File: config.mk
export PLATFORM = sky130hd
export DESIGN_NAME = i2c_timeout_timer
export DESIGN_NICKNAME = d
export VERILOG_FILES = /design/src/rtl/i2c_to_pkg.sv /design/src/rtl/i2c_to_ctrl.sv /design/src/rtl/i2c_to_dp.sv /design/src/rtl/i2c_timeout_timer.sv
export SDC_FILE = /design/constraint.sdc
export NUM_CORES = 1
export LEC_CHECK = 0
export ABC_AREA = 1
export BUFFER_PORTS_ARGS = -buffer_cell sky130_fd_sc_hd__buf_4
export CORE_MARGIN = 2
export CORE_UTILIZATION = 49
export DETAILED_ROUTE_END_ITERATION = 6
export PLACE_DENSITY = 0.75
export SLEW_MARGIN = 25
export SYNTH_ARGS = -nofsm -noshare
export SYNTH_HDL_FRONTEND = slang
export SYNTH_SLANG_ARGS = --single-unit
export TNS_END_PERCENT = 1
File: constraint.sdc
create_clock -name clk -period 2.3 [get_ports clk]
set_input_delay 0.345 -clock clk [delete_from_list [all_inputs] [get_ports clk]]
set_output_delay 0.345 -clock clk [all_outputs]
set_load 0.02 [all_outputs]
File: src/rtl/i2c_to_pkg.sv
package i2c_to_pkg;
  typedef struct packed {
    logic restart;
    logic advance;
    logic expire;
  } toStrobes_t;
endpackage

File: src/rtl/i2c_to_ctrl.sv
module i2c_to_ctrl
  import i2c_to_pkg::*;
#(
  parameter int SYNC_STAGES = 2
) (
  input  logic       clk,
  input  logic       rstN,
  input  logic       bitTick,
  input  logic       startReq,
  input  logic       stopReq,
  input  logic       sclIn,
  input  logic       flagClr,
  input  logic       enabled,
  input  logic       atLimit,
  output toStrobes_t strobes,
  output logic       toFlag
);
  localparam int LAST = SYNC_STAGES - 1;

  logic [SYNC_STAGES-1:0] syncQ;
  logic sclPrev;
  logic sclFall;
  logic counting;

  // SCL synchronizer; idle bus level is high
  generate
    if (SYNC_STAGES == 1) begin : g_sync1
      always_ff @(posedge clk or negedge rstN) begin
        if (!rstN) syncQ <= '1;
        else       syncQ <= sclIn;
      end
    end else begin : g_syncN
      always_ff @(posedge clk or negedge rstN) begin
        if (!rstN) syncQ <= '1;
        else       syncQ <= {syncQ[SYNC_STAGES-2:0], sclIn};
      end
    end
  endgenerate

  always_ff @(posedge clk or negedge rstN) begin
    if (!rstN) sclPrev <= 1'b1;
    else       sclPrev <= syncQ[LAST];
  end

  assign sclFall = sclPrev & ~syncQ[LAST];

  always_comb begin
    strobes.restart = startReq | stopReq | sclFall | flagClr;
    counting        = bitTick & enabled & ~toFlag & ~strobes.restart;
    strobes.advance = counting & ~atLimit;
    strobes.expire  = counting & atLimit;
  end

  always_ff @(posedge clk or negedge rstN) begin
    if (!rstN)               toFlag <= 1'b0;
    else if (flagClr)        toFlag <= 1'b0;
    else if (strobes.expire) toFlag <= 1'b1;
  end
endmodule

File: src/rtl/i2c_to_dp.sv
module i2c_to_dp
  import i2c_to_pkg::*;
#(
  parameter int CNT_W = 8
) (
  input  logic             clk,
  input  logic             rstN,
  input  logic [CNT_W-1:0] toReg,
  input  toStrobes_t       strobes,
  output logic [CNT_W-1:0] count,
  output logic [CNT_W-1:0] activeLim,
  output logic             enabled,
  output logic             atLimit
);
  always_ff @(posedge clk or negedge rstN) begin
    if (!rstN) begin
      count     <= '0;
      activeLim <= '0;
    end else if (strobes.restart) begin
      count     <= '0;
      activeLim <= toReg;
    end else if (strobes.advance) begin
      count     <= count + CNT_W'(1);
    end
  end

  assign enabled = (activeLim != '0);
  assign atLimit = (count == activeLim);
endmodule

File: src/rtl/i2c_timeout_timer.sv
module i2c_timeout_timer
  import i2c_to_pkg::*;
#(
  parameter int CNT_W       = 8,
  parameter int SYNC_STAGES = 2
) (
  input  logic             clk,
  input  logic             rstN,
  input  logic [CNT_W-1:0] toReg,
  input  logic             bitTick,
  input  logic             startReq,
  input  logic             stopReq,
  input  logic             sclIn,
  input  logic             flagClr,
  output logic             toFlag
);
  toStrobes_t       strobes;
  logic [CNT_W-1:0] count;
  logic [CNT_W-1:0] activeLim;
  logic             enabled;
  logic             atLimit;

  i2c_to_ctrl #(.SYNC_STAGES(SYNC_STAGES)) u_ctrl (
    .clk(clk), .rstN(rstN), .bitTick(bitTick), .startReq(startReq),
    .stopReq(stopReq), .sclIn(sclIn), .flagClr(flagClr),
    .enabled(enabled), .atLimit(atLimit), .strobes(strobes), .toFlag(toFlag)
  );

  i2c_to_dp #(.CNT_W(CNT_W)) u_dp (
    .clk(clk), .rstN(rstN), .toReg(toReg), .strobes(strobes),
    .count(count), .activeLim(activeLim), .enabled(enabled), .atLimit(atLimit)
  );
endmodule

Yosys cells after proc, flatten, opt, wreduce, memory -nomap -nowiden
Index checks and enable logic that the tools add are counted.
- add/sub/neg operators: 1
- multiplexer cells: 4
- equal/unequal tests: 1
- bitwise gates (word level): 13
- reductions and logical operators: 3
- operator list (kind ; number):
    8-bit two-way mux ; 2
    8-bit by 1-bit adder with 8-bit output (second input constant) ; 1
    8-bit equality test ; 1
    8-bit nonzero test ; 1
    1-bit AND ; 6
    1-bit NOT ; 4
    2-bit nonzero test ; 2
    1-bit bitwise OR ; 3
    1-bit two-way mux ; 2
- output and inout bits: 1
- word-level logic and storage cells: 27
- bits of input ports: 15
- flip-flop bits (word level): 20

Longest topological paths before layout
Gate-level depths: netlist of run 1.
- word-level depth: 9
- mapped depth: 9
- mapped depth without buffers: 9

Cells and area by module
Synthesis of run 1 repeated with hierarchy kept, for this count alone.
- cell total of the unflattened synthesis: 130
- area, all modules: 1021.0 µm²
- by module, submodules not included (module ; cells an instance ; seq. area each (µm²) ; times used ; area an instance (µm²)):
    i2c_to_dp ; 109 ; 400.4 ; 1 ; 832.0
    i2c_to_ctrl ; 21 ; 103.8 ; 1 ; 188.9

Worst setup path before layout of run 1
OpenSTA, ideal clock, no wires.
- path kind: flip-flop to flip-flop
- from: register u_ctrl.syncQ[1]
- to: register u_dp.count[5]
- stages on the path, launching flop included: 8
- data arrival time: 1.231 ns
- clock period less this slack: 1.348 ns
- library setup time: 0.118 ns
- data required time: 2.182 ns
- buffers on the path: 0
- setup slack: 0.952 ns
- cell sequence: dfstp_2 -> inv_1 -> nand2_1 -> nand4_1 -> nor2_4 -> nand2_8 -> nand3_1 -> nand2_1
- cells in the longest elaborated chain, start to end: 8
- elaborated cells on any way between the ends: 9
- those cells by class: 1 x mux; 7 x bitwise; 1 x reduce/logical
- ends and longest elaborated chain (what ; RTL line ; RTL):
    from (decl) ; i2c_to_ctrl.sv:20 ; logic [SYNC_STAGES-1:0] syncQ;
    from (signal assigned) ; i2c_to_ctrl.sv:35 ; else syncQ <= {syncQ[SYNC_STAGES-2:0], sclIn};
    1-bit NOT (*) ; i2c_to_ctrl.sv:45 ; assign sclFall = sclPrev & ~syncQ[LAST];
    1-bit AND (*) ; i2c_to_ctrl.sv:45 ;
    1-bit bitwise OR (*) (2 in series) ; i2c_to_ctrl.sv:48 ; strobes.restart = startReq | stopReq | sclFall | flagClr;
    1-bit NOT ; i2c_to_ctrl.sv:49 ; counting = bitTick & enabled & ~toFlag & ~strobes.restart;
    1-bit AND ; i2c_to_ctrl.sv:49 ;
    1-bit AND ; i2c_to_ctrl.sv:50 ; strobes.advance = counting & ~atLimit;
    2-bit nonzero test (no line) ; - ;
    to (signal assigned) ; i2c_to_dp.sv:23 ; count <= count + CNT_W'(1);
    to (decl) ; i2c_to_dp.sv:10 ; output logic [CNT_W-1:0] count,
Mark *: on every way between the ends. The rest lies on a longest branch, timed or not.
A chain may end at the register's enable or synchronous reset.

Worst setup path in the final report of run 1
- from: register u_ctrl.syncQ[1]
- to: register u_dp.count[2]
Same word-level chain as after synthesis.

==> metrics.md, run 1 <==
| Metric | Value |
|---|---|
| Wire length per cell | `11.6 um` |
| H-tree level count | `1` |
| Top cell type's share of synthesized area | `0.373` |
| Yosys cell types | `20` |
| Relative slew margins | `0.715` |
| Resized Gates After CTS | `0` |
| Hold Path Cell Cnt | `1` |
| Status | `completed` |
| Synthesized net count | `160` |
| Crit start category | `flip-flop` |
| # setup viols final | `0` |
| Post-Syn Area | `about 1100 um2` |
| CORE AREA | `2210 um2` |
| Largest area contributor in the netlist | `dfrtp_1` |
| RSZ-0062 raised after global routing | `false` |
| I/O pins | `16` |
| Register area share after synthesis | `0.442` |
| Die X | `52.3 um` |
| Crit path arrival time | `1.88 ns` |
| Syn_area_per_cell | `7.92 um2` |
| Placed inst area | `1280 um2` |
| Area delta synth->final | `15.1%` |
| CP Max Fanout | `17` |
| Met2 Track Usage GR | `0.300` |
| Leakage | `0.000707 uW` |
| Most common library cell in the layout ignoring fill and taps | `nand2_1` |
| Die ar. | `~2700 um2` |
| WL final | `~2.2 mm` |
| Multi-input logic area | `between 500 and 600 um2` |
| CTS max path bufs | `2` |
| Placer Congestion | `approximately 0.8` |
| WP buf/inv | `2` |
| Met1 track demand over resource | `0.255` |
| CTS Hold Bufs | `1` |
| Clk root buf | `clkbuf_4` |
| Clock sinks | `20` |
| Highest-count cells in the layout ignoring fill and taps | `nand2_1, inv_1, dfrtp_1, buf_4, nand3_1` |
| First-pass GRT wire length | `3.81 mm` |
| Post-Route Setup TNS | `0 ns` |
| TritonCTS clock tree | `built` |
| Vias in the first global route | `903` |
| Pwr per Cell Area | `479 nW/um2` |
| Vias/cell | `5.07` |
| Site Rows | `17` |
| TritonRoute pass-1 iters | `4` |
| Die height | `52.3 um` |
| Crit-path leading delay family | `simple AND/OR/NAND/NOR gates` |
| Cells along the critical path | `inv_1 -> nand2_1 -> nand3_2 -> inv_1 -> nand4_1 -> nand2_1` |
| Synth top area cells | `dfrtp_1, nand2_1, inv_1` |
| Clk pin slew, worst setup/hold paths | `approximately 0.13 ns` |
| Final Core Density | `0.594` |
| Final Hold Viols | `0` |
| Grt ovf | `0` |
| GRT met3 Usage | `0.0400` |
| Fin area | `1310 um2` |
| Fin crit share | `0.708` |
| Initial antenna violation count | `0` |
| Final net count | `179` |
| Worst Skew | `about 0.017 ns` |
| Register area | `504 um2` |
| Worst min path class | `input pin to flip-flop` |
| Largest net degree at the start of global routing | `21` |
| Dpl cells | `185` |
| Finished Layout Cells | `190` |
| Fill count | `219` |
| Postcts setup bufs | `0` |
| Max Cap Violations | `0` |
| Syn Inst Count | `144` |
| Starting Density | `0.516` |
| Worst skew pair latency | `0.30 ns` |
| Routed Antenna Nets | `0` |
| Min Hold Slack | `0.152 ns` |
| Critical path's slowest cell | `dfstp_2` |
| YS warnings | `0` |
| ANT cells | `0` |
| IO Port Bufs | `15` |
| Minimum clock period | `1.63 ns` |
| CTS buffer count | `3` |
| Tightest Pin Transition | `0.427 ns` |
| Worst setup EP type | `flip-flop` |
| Vias post-DR | `964` |
| Overall routing resource usage | `0.188` |
| Crit path kind | `flip-flop to flip-flop` |
| CP max stage delay | `approximately 0.54 ns` |
| Hpwl dp | `1.68 mm` |
| Reg2Reg Depth | `6` |
| Worst VDD drop | `281 uV` |
| DRC | `0` |
| Seq cells post-synth | `20` |
| Worst path depth | `6` |
| Layout cells sized above 1 | `0.216` |
| CP Data Required Time | `~2.6 ns` |
| Number of DRC markers in iteration 0 | `19` |
| GRT busiest layer | `met2` |
| Slew Viols, Final | `0` |
| Fmax | `around 0.61 GHz` |
## state kept, by name, indices dropped and copies added (netlist names)
| signal | flops |
|---|---|
| u_dp.activeLim | 8 |
| u_ctrl.syncQ | 2 |
| u_dp.count | 8 |
| u_ctrl.sclPrev | 1 |
| u_ctrl.toFlag | 1 |
## routing by layer
| metal | share of wire | vias up |
|---|---|---|
| li1 | - | 488 |
| met1 | 0.46 | 450 |
| met2 | 0.50 | 24 |
| met3 | 0.042 | 2 |
| met4 | 0.0041 | 0 |
| met5 | 0 | - |
## layout make-up
class,count,area share
inverters,22,0.0629
well taps,28,0.0267
multi-input cells,100,0.413
repair buffers,16,0.0933
clock buffers,4,0.0200
flip-flops and latches,20,0.384
## stage by stage
| step | power (uW) | worst slack, ns |
|---|---|---|
| 2_1_floorplan | 425 | 0.952 |
| 3_3_place_gp | 456 | 0.755 |
| 3_5_place_dp | 458 | 0.673 |
| 4_1_cts | 631 | 0.672 |
| 5_1_grt | 655 | 0.544 |
| 6_report | 629 | 0.672 |
## power breakdown
group / leakage, uW / switching, uW / internal, uW / total, uW
registers: 0.000251 / 9.49 / 367 / 377
logic: 0.000440 / 42.2 / 33.4 / 75.6
clock network: 0.0000150 / 109 / 67.5 / 177
## cell families (layout without fill, tap and decap cells)
group,after synthesis,count (layout),synth area share
AOI/OAI and AO/OA,9,9,0.0417
xor gates and xnor gates,5,5,0.0384
buffers and inverters,24,42,0.0822
DFF,20,20,0.442
adders and majority gates,1,1,0.0110
and+or+nand+nor,85,85,0.385
## path summary, 6_finish.rpt
kind / from / end / slack (ns)
min: sclIn / u_ctrl.syncQ[0] / 0.15
min reg2reg: u_ctrl.syncQ[0] / u_ctrl.syncQ[1] / 0.37
max in group asynchronous: rstN / u_ctrl.sclPrev / 1.57
max: u_ctrl.syncQ[1] / u_dp.count[2] / 0.67
max reg2reg: u_ctrl.syncQ[1] / u_dp.count[2] / 0.67
min in group asynchronous: rstN / u_dp.count[6] / 0.44
## Yosys cell counts, drive strengths merged
master and number:
nor2 13, nand2 48, xnor2 3, nand3 17, o21bai 1, nand4 7, clkbuf 1, dfstp 3
o21ai 8, dfrtp 17, inv 22, xor2 2, buf 1, ha 1
Power figures use the tool's default switching activity.
==> run 2, diff against run 1 <==
Settings changed: ABC_AREA 1 to 0, PLACE_DENSITY 0.75 to 0.76.
Clock period 2.3 ns to 1.6 ns, I/O delays scaled along.
==> run 2 against run 1 <==
- the run now ends with setup timing left
- count of clock-buffer cells in the layout unchanged
- clock skew decreased by 0.016 ns
- worst hold slack got worse by 0.13 ns
- global-route usage increased by 2.7 points
- setup slack got worse by 0.80 ns
- sequential power increased by 46%
- critical path depth unchanged
- via count decreased by 9.2%
- cell count decreased by 14%
- die area decreased by 15%
- critical path type unchanged
- highest routed layer unchanged
==> metrics.md, run 2 <==
| Metric | Value |
|---|---|
| CORE AREA | `1900 um2 (-14%)` |
| Site Rows | `16 (-1)` |
| Slew Viols, Final | `0 (unchanged)` |
| Largest regs | `u_dp.activeLim (8), u_dp.count (8), u_ctrl.syncQ (2)` |
| Leakage | `0.000583 uW (-17%)` |
| Most common library cell in the layout ignoring fill and taps | `buf_4` |
| DRC | `0 (unchanged)` |
| TritonRoute pass-1 iters | `4 (unchanged)` |
| ANT cells | `0 (unchanged)` |
| Synth cell count leaders | `nand2_1, dfrtp_1, xnor2_1` |
| Vias/cell | `5.37 (+5.8%)` |
| Cells along the critical path | `nor2b_2 -> nor4_4 -> o211ai_1 -> buf_4 -> or3_4 -> a21oi_2` |
| Placer Congestion | `0.903 (+11%)` |
| Vias post-DR | `875 (-9.2%)` |
| # setup viols final | `6 (+6)` |
| Starting Density | `0.506 (-0.00992)` |
| Crit path kind | `flip-flop to flip-flop` |
| Clk root buf | `clkbuf_4` |
| CP max stage delay | `0.56 ns (+0.02 ns)` |
| Register-to-register setup slack | `-0.13 ns (-0.80 ns)` |
| Wire length per cell | `14.2 um (+23%)` |
| WL final | `2.32 mm (+5.1%)` |
| Die ar. | `2330 um2 (-15%)` |
| Worst skew pair latency | `0.31 ns (about the same)` |
| Ys async rst share | `1.00 (unchanged)` |
| Layout cells sized above 1 | `0.375 (+0.159)` |
| Final setup margin | `-0.127 ns (-0.800 ns)` |
| Seq cells post-synth | `20 (unchanged)` |
| Top-count cell post-synth | `nand2_1` |
| Top cell type's share of synthesized area | `0.442 (+0.0693)` |
| Failing checks | `setup timing` |
| Pwr per Cell Area | `696 nW/um2 (+45%)` |
| Synth top area cells | `dfrtp_1, nand2_1, dfstp_2` |
| Placed inst area | `1220 um2 (-4.8%)` |
| H-tree level count | `1 (unchanged)` |
| Die X | `48.3 um (-7.5%)` |
| Fmax | `0.579 GHz (-5.8%)` |
| CP Data Required Time | `1.85 ns (-0.70 ns)` |
| CTS buffer count | `3 (unchanged)` |
| Overall routing resource usage | `0.215 (+0.0271)` |
| Crit start category | `flip-flop` |
| First-pass GRT wire length | `3.80 mm (-0.18%)` |
| Routed Antenna Nets | `0 (unchanged)` |
| TritonCTS clock tree | `built` |
| Number of DRC markers in iteration 0 | `15 (-4)` |
| Ys flop type | `dfrtp_1` |
| I/O pins | `16 (unchanged)` |
| IO Port Bufs | `15 (unchanged)` |
| Status | `finished, violations left` |
| Critical path's slowest cell | `dfstp_2` |
| Minimum clock period | `1.73 ns (+0.0997 ns)` |
| Fin crit share | `1.08 (+0.372)` |
| Initial antenna violation count | `0 (unchanged)` |
| Final Hold Viols | `0 (unchanged)` |
| Hpwl dp | `1.65 mm (-1.4%)` |
| CP Max Fanout | `7 (-10)` |
| Highest-count cells in the layout ignoring fill and taps | `buf_4, nand2_1, dfrtp_1` |
| RSZ-0062 raised after global routing | `true` |
| Post-synth EDFFs | `0 (unchanged)` |
| Vias in the first global route | `854 (-5.4%)` |
| YS warnings | `0 (unchanged)` |
| Tightest Pin Transition | `0.279 ns (-0.148 ns)` |
| Post-Syn Area | `962 um2 (-16%)` |
| Clk pin slew, worst setup/hold paths | `0.11 ns (-0.02 ns)` |
| CTS max path bufs | `2 (unchanged)` |
| Setup WS pre-CTS | `-0.171 ns (-0.844 ns)` |
| Worst Skew | `0.00125 ns (-0.0160 ns)` |
| Largest area contributor in the netlist | `dfrtp_1` |
| Yosys cell types | `24 (+20%)` |
| Fin area | `1330 um2 (+1.3%)` |
| Syn_area_per_cell | `9.53 um2 (+20%)` |
| Die height | `48.3 um (-7.5%)` |
| Crit path arrival time | `1.98 ns (+0.10 ns)` |
| Max Cap Violations | `0 (unchanged)` |
| Largest net degree at the start of global routing | `21 (unchanged)` |
| Register area share after synthesis | `0.524 (+0.0822)` |
| Worst setup EP type | `flip-flop` |
| Worst VDD drop | `481 uV (+71%)` |
| Worst min path class | `input pin to flip-flop` |
| Final net count | `153 (-15%)` |
| Area delta synth->final | `38.4%` |
| Grt ovf | `0 (unchanged)` |
| Relative slew margins | `0.812 (+0.0973)` |
| Synthesized net count | `117 (-27%)` |
| Clock sinks | `20 (unchanged)` |
| Syn Inst Count | `101 (-30%)` |
run 2: changes by cell type in the layout (fill, tap and decap cells not counted), moves of 6 or more:
cell     change
inv_1       -18
nand2_1     -18
buf_4       +17
nor2_1       -9
nand3_1      -8
nand3_2      -6
run 2: power by group:
part | switching (uW) | internal (uW)
sequential | 21.4 | 528
clock | 165 | 97.6
combinational | 50.9 | 63.5
run 2: final timing paths:
path	from	endpoint	cells past startpoint
setup / recovery	u_ctrl.syncQ[1]	u_dp.count[3]	6
hold / removal	sclIn	u_ctrl.syncQ[0]	1
setup reg to reg	u_ctrl.syncQ[1]	u_dp.count[3]	6
hold reg to reg	u_ctrl.syncQ[0]	u_ctrl.syncQ[1]	0
max in group asynchronous	rstN	u_ctrl.syncQ[0]	2
min in group asynchronous	rstN	u_dp.count[3]	2
run 2: metal layers:
metal,vias up,GRT usage,share of wire
met5,-,0,0
met3,7,0.0340,0.030
met1,422,0.258,0.41
li1,423,-,-
met2,23,0.373,0.52
met4,0,0.114,0.037
run 2: cell type report:
type	count	area, um2
Clock buffer	4	26.3
Timing Repair Buffer	34	262
Fill cell	149	571
Tap cell	27	33.8
Inverter	4	15.0
Multi-Input combinational cell	74	490
Sequential cell	20	504
run 2: critical path: cells and delay by family (launching register included):
kind,cells,cell delay (ns)
simple gates,3,0.61
flops,1,0.56
compound gates,2,0.31
buf+inv,1,0.19
run 2: through the flow:
step	utilization	hold WS, ns	setup TNS, ns	instances	total power, uW
2_1_floorplan	-	-0.0556	-0.0611	101	594
3_3_place_gp	0.639	0.125	-0.378	156	652
3_5_place_dp	0.639	0.127	-0.977	156	657
4_1_cts	0.676	0.0272	-0.530	163	919
5_1_grt	0.700	0.0104	-1.52	163	969
6_report	0.700	0.0223	-0.604	163	926
run 2: kinds of logic after synthesis:
group,count (synthesis),share of synthesized area
and+or+nand+nor,47,0.250
xor gates and xnor gates,8,0.0728
adders and majority gates,1,0.0130
DFF,20,0.524
buffers and inverters,7,0.0286
AOI/OAI and AO/OA,18,0.112
run 2: what timing repair did:
action | 4_1_cts | 5_1_grt
buffers inserted | 2 | 0
endpoints found under the setup margin | 8 | 8
gates cloned | 0 | 0
pin swaps | 3 | 3
hold buffers | 1 | 0
resized for setup | 5 | 9
hold endpoints to repair | 17 | 0
==> run 3, diff against run 2 <==
Settings changed: REMOVE_ABC_BUFFERS set to 1.
==> run 3 against run 2 <==
- the run still ends with setup timing left
- sequential share of layout area rose by 1.7 points
- clock power rose by 13%
- fmax fell by 4.1%
- setup slack got worse by 0.074 ns
- worst hold slack improved by 0.095 ns
- via count fell by 3.8%
- non-clock buffer count fell by 4
- routed wire length fell by 11%
- critical path type unchanged
- critical endpoint is now u_dp.count[7]
- largest cell class unchanged
==> metrics.md, run 3 (same netlist as run 2, synthesis figures left out) <==
| Metric | Value |
|---|---|
| Status | `finished, violations left` |
| Failing checks | `setup timing` |
| Die ar. | `2330 um2 (unchanged)` |
| CP Data Required Time | `1.83 ns (-0.02 ns)` |
| DRC | `0 (unchanged)` |
| Pwr per Cell Area | `741 nW/um2 (+6.5%)` |
| Routed Antenna Nets | `0 (unchanged)` |
| Fill count | `156 (+4.7%)` |
| I/O pins | `16 (unchanged)` |
| Crit-path leading delay family | `simple AND/OR/NAND/NOR gates` |
| Setup WS pre-CTS | `-0.113 ns (+0.0580 ns)` |
| TritonCTS clock tree | `built` |
| Crit start category | `flip-flop` |
| Largest regs | `u_dp.activeLim (8), u_dp.count (8), u_ctrl.syncQ (2)` |
| Worst min path class | `input pin to flip-flop` |
| Leakage | `0.000556 uW (-4.7%)` |
| Worst skew pair latency | `0.31 ns (about the same)` |
| CP max stage delay | `0.56 ns (about the same)` |
| Most common library cell in the layout ignoring fill and taps | `buf_4` |
| Final setup margin | `-0.202 ns (-0.0743 ns)` |
| Overall routing resource usage | `0.211 (-0.00459)` |
| Grt ovf | `0 (unchanged)` |
| Area delta synth->final | `32.5%` |
| Wire length per cell | `12.9 um (-9.0%)` |
| Highest-count cells in the layout ignoring fill and taps | `buf_4, nand2_1, dfrtp_1, xnor2_1, a21oi_1` |
| Fin area | `1270 um2 (-4.2%)` |
| Vias in the first global route | `885 (+3.6%)` |
| Clk pin slew, worst setup/hold paths | `0.11 ns (about the same)` |
| WL final | `2.06 mm (-11%)` |
| WP buf/inv | `1 (unchanged)` |
| Worst setup EP type | `flip-flop` |
| Largest net degree at the start of global routing | `21 (unchanged)` |
| Die height | `48.3 um (unchanged)` |
| Site Rows | `16 (unchanged)` |
| Post-Route Setup TNS | `-0.637 ns (-0.0331 ns)` |
| Starting Density | `0.506 (unchanged)` |
| Crit path kind | `flip-flop to flip-flop` |
| Number of DRC markers in iteration 0 | `20 (+5)` |
| Worst VDD drop | `526 uV (+9.4%)` |
| Fmax | `0.555 GHz (-4.1%)` |
| Worst Skew | `0.00476 ns (+0.00351 ns)` |
| H-tree level count | `1 (unchanged)` |
| Placer Congestion | `0.913 (+1.2%)` |
| Hpwl dp | `1.58 mm (-4.4%)` |
| Vias/cell | `5.30 (-1.4%)` |
| Final Hold Viols | `0 (unchanged)` |
| # setup viols final | `6 (unchanged)` |
| Layout cells sized above 1 | `0.311 (-0.0644)` |
| IO Port Bufs | `15 (unchanged)` |
| RSZ-0062 raised after global routing | `true` |
| Tightest Pin Transition | `0.342 ns (+0.0626 ns)` |
| Slew Viols, Final | `0 (unchanged)` |
| Vias post-DR | `842 (-3.8%)` |
| Relative slew margins | `0.771 (-0.0413)` |
| Clk root buf | `clkbuf_4` |
| CTS max path bufs | `2 (unchanged)` |
| Final Core Density | `0.670 (-0.0296)` |
| Final net count | `149 (-2.6%)` |
| Critical path's slowest cell | `dfstp_2` |
| CORE AREA | `1900 um2 (unchanged)` |
| TritonRoute pass-1 iters | `4 (unchanged)` |
| CP Max Fanout | `4 (-3)` |
| Placed inst area | `1190 um2 (-2.5%)` |
| Fin crit share | `1.13 (+0.0464)` |
| Crit path arrival time | `2.04 ns (+0.06 ns)` |
| CTS buffer count | `3 (unchanged)` |
| Total Power | `945 uW (+2.0%)` |
| Max Cap Violations | `0 (unchanged)` |
| Die X | `48.3 um (unchanged)` |
| Clock sinks | `20 (unchanged)` |
| Initial antenna violation count | `0 (unchanged)` |
| ANT cells | `0 (unchanged)` |
| First-pass GRT wire length | `3.77 mm (-0.89%)` |
| Cells along the critical path | `nor2b_2 -> nor4_4 -> o211ai_1 -> buf_4 -> or3_1 -> a21oi_1` |
| Minimum clock period | `1.80 ns (+0.0743 ns)` |
## run 3: cell types whose count changed in the layout (fill, tap and decap cells not counted)
cell | previous run | this run
or3_1 | 3 | 4
xnor2_1 | 4 | 7
clkbuf_8 | 0 | 1
or3_4 | 1 | 0
o21ai_1 | 1 | 0
buf_6 | 1 | 0
xnor2_2 | 4 | 1
a21oi_2 | 2 | 0
o21ai_0 | 4 | 5
a21oi_1 | 4 | 6
dlygate4sd3_1 | 1 | 2
buf_4 | 32 | 28
clkbuf_1 | 1 | 0
## run 3: worst min-delay path, cell delays in order
cell and delay [ns]:
buf_4 0.07, nand2_1 0.03, nand2_1 0.05
## run 3: final cells by class
type                            instances  area [um2]  area share
Inverter                                4        15.0      0.0118
Timing Repair Buffer                   30         230       0.181
Sequential cell                        20         504       0.395
Tap cell                               27        33.8      0.0265
Clock buffer                            4        36.3      0.0285
Multi-Input combinational cell         74         455       0.357
## run 3: routing by layer
| layer | routed length (um) | part of all wire | up-vias | GRT usage |
|---|---|---|---|---|
| met5 | 0 | 0 | - | 0 |
| met4 | 59 | 0.029 | 0 | 0.124 |
| met3 | 71 | 0.035 | 7 | 0.0340 |
| met2 | 1010 | 0.49 | 25 | 0.343 |
| met1 | 918 | 0.45 | 396 | 0.266 |
| li1 | - | - | 414 | - |
## run 3: path summary, 6_finish.rpt
kind / start / end / slack, ns / cells after the start
setup / recovery: u_ctrl.syncQ[1] / u_dp.count[7] / -0.20 / 6
max in group asynchronous: rstN / u_ctrl.syncQ[0] / 1.01 / 2
hold reg to reg: u_ctrl.syncQ[0] / u_ctrl.syncQ[1] / 0.36 / 0
setup reg to reg: u_ctrl.syncQ[1] / u_dp.count[7] / -0.20 / 6
min in group asynchronous: rstN / u_dp.count[6] / 0.33 / 2
hold / removal: toReg[4] / u_dp.activeLim[4] / 0.12 / 3
## run 3: stage by stage
stage	hold slack [ns]	instances
floorplan	-0.0556	98
global placement	0.127	152
detailed placement	0.129	152
CTS	0.0242	157
global route	0.119	159
finish	0.117	159
## run 3: power breakdown
part	leakage (uW)	switching, uW	internal (uW)
registers	0.000251	17.9	528
logic	0.000283	47.0	55.1
clock network	0.0000210	158	139
## run 3: repair_timing
| action | CTS | global route |
|---|---|---|
| buffers inserted | 0 | 1 |
| pin swaps | 4 | 5 |
| hold endpoints to repair | 17 | 1 |
| gates resized for setup | 2 | 4 |
| hold buffers | 1 | 1 |
| setup endpoints to repair | 8 | 8 |
